[config.mk]
export PLATFORM = sky130hd
export DESIGN_NAME = i2c_bit_engine
export DESIGN_NICKNAME = d
export VERILOG_FILES = /design/src/rtl/i2c_bit_pkg.sv /design/src/rtl/i2c_bit_slice_timer.sv /design/src/rtl/i2c_bit_sequencer.sv /design/src/rtl/i2c_bit_engine.sv
export SDC_FILE = /design/constraint.sdc
export NUM_CORES = 1
export LEC_CHECK = 0
export BUFFER_PORTS_ARGS = -buffer_cell sky130_fd_sc_hd__buf_2
export CAP_MARGIN = 20
export CORE_ASPECT_RATIO = 1.75
export CORE_MARGIN = 2
export CORE_UTILIZATION = 35
export CTS_CLUSTER_SIZE = 24
export DETAILED_ROUTE_END_ITERATION = 8
export PLACE_DENSITY = 0.57
export SYNTH_ARGS = -nofsm -noshare
export SYNTH_HDL_FRONTEND = slang
export SYNTH_SLANG_ARGS = --single-unit
[constraint.sdc]
create_clock -name clk -period 2.8 [get_ports clk]
set_input_delay 0 -clock clk [delete_from_list [all_inputs] [get_ports clk]]
set_output_delay 0 -clock clk [all_outputs]
set_load 0.005 [all_outputs]
[src/rtl/i2c_bit_pkg.sv]
package i2c_bit_pkg;
  typedef enum logic [1:0] {
    BC_START = 2'd0,
    BC_STOP  = 2'd1,
    BC_WRITE = 2'd2,
    BC_READ  = 2'd3
  } bit_cmd_e;

  typedef enum logic [2:0] {
    SL_IDLE = 3'd0,
    SL_A    = 3'd1,
    SL_B    = 3'd2,
    SL_C    = 3'd3,
    SL_D    = 3'd4
  } slice_e;

  // Enable-bar values of the two lines: 1 = released (pulled high)
  typedef struct packed {
    logic scl;
    logic sda;
  } lines_t;

  function automatic slice_e slice_after(slice_e s);
    case (s)
      SL_A:    return SL_B;
      SL_B:    return SL_C;
      SL_C:    return SL_D;
      default: return SL_IDLE;
    endcase
  endfunction

  // Line state to apply on entry to slice s
  function automatic lines_t slice_lines(bit_cmd_e c, logic w, slice_e s, lines_t cur);
    lines_t r;
    r = cur;
    case (c)
      BC_START: begin
        case (s)
          SL_A:    r.sda = 1'b1;
          SL_B:    begin r.scl = 1'b1; r.sda = 1'b1; end
          SL_C:    begin r.scl = 1'b1; r.sda = 1'b0; end
          SL_D:    begin r.scl = 1'b0; r.sda = 1'b0; end
          default: r = cur;
        endcase
      end
      BC_STOP: begin
        case (s)
          SL_A:    r.sda = 1'b0;
          SL_B:    begin r.scl = 1'b1; r.sda = 1'b0; end
          SL_C:    begin r.scl = 1'b1; r.sda = 1'b0; end
          SL_D:    begin r.scl = 1'b1; r.sda = 1'b1; end
          default: r = cur;
        endcase
      end
      default: begin
        // data bit: read releases SDA, write drives the bit value
        r.sda = (c == BC_READ) ? 1'b1 : w;
        case (s)
          SL_B, SL_C: r.scl = 1'b1;
          SL_A, SL_D: r.scl = 1'b0;
          default:    r = cur;
        endcase
      end
    endcase
    return r;
  endfunction
endpackage

[src/rtl/i2c_bit_slice_timer.sv]
module i2c_bit_slice_timer #(
  parameter int PRE_W = 16
) (
  input  logic             clk,
  input  logic             rst_n,
  input  logic             load,
  input  logic             active,
  input  logic             hold,
  input  logic [PRE_W-1:0] prescale,
  output logic             slice_end
);
  logic [PRE_W-1:0] cnt_q;

  assign slice_end = active && !hold && (cnt_q == '0);

  always_ff @(posedge clk or negedge rst_n) begin
    if (!rst_n) begin
      cnt_q <= '0;
    end else if (load) begin
      cnt_q <= prescale;
    end else if (active && !hold) begin
      if (cnt_q == '0) cnt_q <= prescale;
      else             cnt_q <= cnt_q - 1'b1;
    end
  end
endmodule

[src/rtl/i2c_bit_sequencer.sv]
module i2c_bit_sequencer
  import i2c_bit_pkg::*;
(
  input  logic       clk,
  input  logic       rst_n,
  input  logic       accept,
  input  logic [1:0] cmd_code,
  input  logic       cmd_wbit,
  input  logic       slice_end,
  input  logic       sda_i,
  output logic       active,
  output lines_t     lines,
  output logic       rd_bit,
  output logic       done
);
  slice_e   slice_q;
  bit_cmd_e cmd_q;
  logic     wbit_q;
  slice_e   slice_nx;

  assign active   = (slice_q != SL_IDLE);
  assign slice_nx = slice_after(slice_q);

  always_ff @(posedge clk or negedge rst_n) begin
    if (!rst_n) begin
      slice_q <= SL_IDLE;
      cmd_q   <= BC_START;
      wbit_q  <= 1'b0;
      lines   <= '{scl: 1'b1, sda: 1'b1};
      rd_bit  <= 1'b0;
      done    <= 1'b0;
    end else begin
      done <= 1'b0;
      if (accept) begin
        cmd_q   <= bit_cmd_e'(cmd_code);
        wbit_q  <= cmd_wbit;
        slice_q <= SL_A;
        lines   <= slice_lines(bit_cmd_e'(cmd_code), cmd_wbit, SL_A, lines);
      end else if (slice_end) begin
        if (slice_q == SL_B && cmd_q == BC_READ) rd_bit <= sda_i;
        if (slice_q == SL_D) begin
          slice_q <= SL_IDLE;
          done    <= 1'b1;
        end else begin
          slice_q <= slice_nx;
          lines   <= slice_lines(cmd_q, wbit_q, slice_nx, lines);
        end
      end
    end
  end
endmodule

[src/rtl/i2c_bit_engine.sv]
module i2c_bit_engine
  import i2c_bit_pkg::*;
#(
  parameter int PRE_W = 16
) (
  input  logic             clk,
  input  logic             rst_n,
  input  logic [PRE_W-1:0] prescale,
  input  logic             cmd_valid,
  input  logic [1:0]       cmd_code,
  input  logic             cmd_wbit,
  output logic             cmd_ready,
  output logic             done,
  output logic             rd_bit,
  input  logic             scl_i,
  output logic             scl_o,
  output logic             scl_oe_n,
  input  logic             sda_i,
  output logic             sda_o,
  output logic             sda_oe_n
);
  logic   active;
  logic   accept;
  logic   hold;
  logic   slice_end;
  lines_t lines;

  assign cmd_ready = !active;
  assign accept    = cmd_valid && cmd_ready;
  // Released SCL that still reads low: a slave is stretching the clock
  assign hold      = lines.scl && !scl_i;

  i2c_bit_slice_timer #(.PRE_W(PRE_W)) u_timer (
    .clk      (clk),
    .rst_n    (rst_n),
    .load     (accept),
    .active   (active),
    .hold     (hold),
    .prescale (prescale),
    .slice_end(slice_end)
  );

  i2c_bit_sequencer u_seq (
    .clk      (clk),
    .rst_n    (rst_n),
    .accept   (accept),
    .cmd_code (cmd_code),
    .cmd_wbit (cmd_wbit),
    .slice_end(slice_end),
    .sda_i    (sda_i),
    .active   (active),
    .lines    (lines),
    .rd_bit   (rd_bit),
    .done     (done)
  );

  assign scl_o    = 1'b0;
  assign sda_o    = 1'b0;
  assign scl_oe_n = lines.scl;
  assign sda_oe_n = lines.sda;
endmodule

==> impl_metrics.py <==
metrics = {
    "sta": {
        "tns_ps": 0,
        "final_hold_viol_count": 0,
        "slew_viol_final": 0,
        "setup_viol_count_final": 0,
        "hold_ws_ps": 20.15,
        "fin_crit_ps": 2466,
        "rsz0062_at_grt": "no",
        "slew_headroom": 0.5571,
        "fin_ws_ps": 333.8,
        "post-route-period-util": 0.8808,
        "worstMarginPinSlew_ps": 664.3,
        "clock.fmax_mhz": 405.5,
        "skew_ps": 6.631,
    },
    "outcome": {
        "outcome": "completed",
    },
    "pwr": {
        "p_sw_uw": 348.6,
        "internal_power_uw": 690.9,
        "pwr-share-comb": 0.229,
        "p_leak_uw": 0.0008731,
        "power_frac_seq": 0.557,
        "p_per_area_nw_per_um2": 533.9,
        "swShare": 0.3353,
        "ir_worst_vdd_v": 0.0003755,
        "clkPwrFrac": 0.214,
        "p_total_uw": 1040,
    },
    "global_routing": {
        "first_global_vias": 1531,
        "grt_max_degree": 27,
        "grtUsageTotal": 0.1681,
        "overflow": 0,
        "antenna_found_initial": 0,
        "grt_pass1_wl_um": 7127,
    },
    "finish": {
        "num_antenna_cells": 0,
        "final_core_util": 0.4381,
        "drive_above_1_share": 0.2152,
        "fin_nets": 250,
        "layout-area-overhead-vs-synth_pct": 19.69,
        "layout_commonest_cell": "buf_2",
        "final_cell_mix": "28 x buf_2, 24 x dfrtp_1, 14 x o21ai_0",
    },
    "logic_synthesis": {
        "syn_area_um2": 1627,
        "synthCells": 191,
        "synth-seq-area-share": 0.4015,
        "ys.flop_type": "dfrtp_1",
        "ys_async_sr_fraction": 1.000,
        "yosysUniqueCellTypes": 40,
        "synth_area_per_cell_um2": 8.516,
        "yosys_warnings": 0,
        "yosys_register_bits": 26,
        "synth_edf_count": 0,
    },
    "worst_setup_path": {
        "required_ps": 3010,
        "start_kind": "register",
        "critical_path_class": "register to register",
        "critPathMaxFanout": 7,
        "end_kind": "register",
        "worstPathArrival_ps": 2680,
    },
    "cts": {
        "clock-sinks": 26,
        "postCtsHoldBufs": 8,
        "cts_buffer_depth": 2,
        "postCtsSetupBuffers": 0,
        "cts_resized": 0,
        "clk_pin_slew_worst_paths_ps": 90,
        "cts-root-buf": "clkbuf_8",
        "h-tree-depth": 1,
        "clk_latency_ps": 270,
        "cts_tree": "done",
        "cts_made_buffers": 3,
    },
    "floorplanning": {
        "start_util": 0.3660,
        "fp-row-count": 32,
        "die_area_um2": 5230,
        "num_io_pins": 31,
        "die_h_um": 94.18,
        "core_area_um2": 4444,
        "die_w_um": 55.53,
    },
    "routing": {
        "drc_errors": 0,
        "firstDrtPassIters": 4,
        "drt_iter0_drc": 42,
        "drtAntennaViolNets": 0,
        "num_vias": 1545,
        "viasPerCell": 5.639,
        "wl_per_cell_um": 14.90,
        "finalWirelength_um": 4083,
    },
    "job": {
        "drv_cap": 0,
    },
    "placement": {
        "dp_hpwl_um": 3021,
        "gp_congestion": 0.7881,
        "place_ws_ps": 330.7,
        "place.port_buffers": 28,
    },
    "worst_hold_path": {
        "hold_class": "primary input to register",
    },
}
[area by class of cell]
class                           count  area, µm²
Multi-Input combinational cell    143      882.1
Timing Repair Buffer               44      280.3
Clock buffer                        4      45.04
Inverter                            6      22.52
Fill cell                         451       2497
Tap cell                           51      63.81
Sequential cell                    26      653.1
[state kept, by name, indices dropped and copies added (netlist names)]
| signal | count |
|---|---|
| u_seq.rd_bit | 1 |
| u_seq.wbit_q | 1 |
| u_seq.lines | 2 |
| u_seq.cmd_q | 2 |
| u_seq.done | 1 |
| u_seq.slice_q | 3 |
| u_timer.cnt_q | 16 |
[power groups by stage]
| stage | logic [µW] | registers [µW] | clock network, µW |
|---|---|---|---|
| 5_1_grt | 275 | 595 | 245 |
| 3_3_place_gp | 229 | 581 | 0 |
| 2_1_floorplan | 186 | 540 | 0 |
| 6_report | 238 | 579 | 222 |
| 3_5_place_dp | 233 | 581 | 0 |
| 4_1_cts | 242 | 575 | 234 |
[path summary, 6_finish.rpt]
kind                                  start                end  slack (ps)  cells after the start
max in group asynchronous             rst_n     u_seq.cmd_q[0]        2120                      2
hold / removal                  prescale[7]   u_timer.cnt_q[7]          20                      3
setup reg to reg           u_timer.cnt_q[2]  u_timer.cnt_q[15]         330                      5
min in group asynchronous             rst_n   u_timer.cnt_q[4]         270                      2
hold reg to reg                u_seq.rd_bit       u_seq.rd_bit         520                      1
setup / recovery           u_timer.cnt_q[2]  u_timer.cnt_q[15]         330                      5
[cells by family after synthesis]
family                     after synthesis  synth area share
AOI/OAI and AO/OA                       42            0.1700
and+or+nand+nor                         88            0.2946
buffers and inverters                   23           0.05845
xor gates and xnor gates                 1          0.005386
DFF                                     26            0.4015
muxes                                    8           0.05231
adders and majority gates                2           0.01538
other                                    1          0.002305
[cell usage after synthesis (all sizes together) (4+ instances only)]
cell type   n  area, µm²
dfrtp      24      600.6
clkbuf     14      52.55
o21ai      14      70.07
nand2      13      48.80
nand3      12      60.06
nor3       12      60.06
nor2       11      41.29
nor4       10      62.56
a21oi       8      40.04
and3        6      37.54
inv         6      22.52
a31oi       5      31.28
mux2        4      45.04
mux2i       4      40.04
nand2b      4      25.02
nand4       4      25.02
nor3b       4      30.03
or4         4      33.78
[stage by stage]
stage	cell area, µm²	instances
after floorplan	1630	192
after global placement	1822	262
after detailed placement	1822	262
after CTS	1947	274
after global routing	1947	274
final	1947	274
[critical path, cell delays in order, from the launching register on]
cell	delay [ps]
dfrtp_1	450
or4_1	630
or4_4	520
or3_1	330
or4_1	400
nand4_1	90
[routing by layer]
layer	up-vias	GRT usage	share of wire	routed length, µm
met5	-	0	0	0
met4	0	0.04268	0.0098	40
met3	4	0.01377	0.021	87
met2	26	0.3333	0.56	2294
met1	741	0.1874	0.41	1660
li1	774	-	-	-
(Power assumes the default switching activity.)
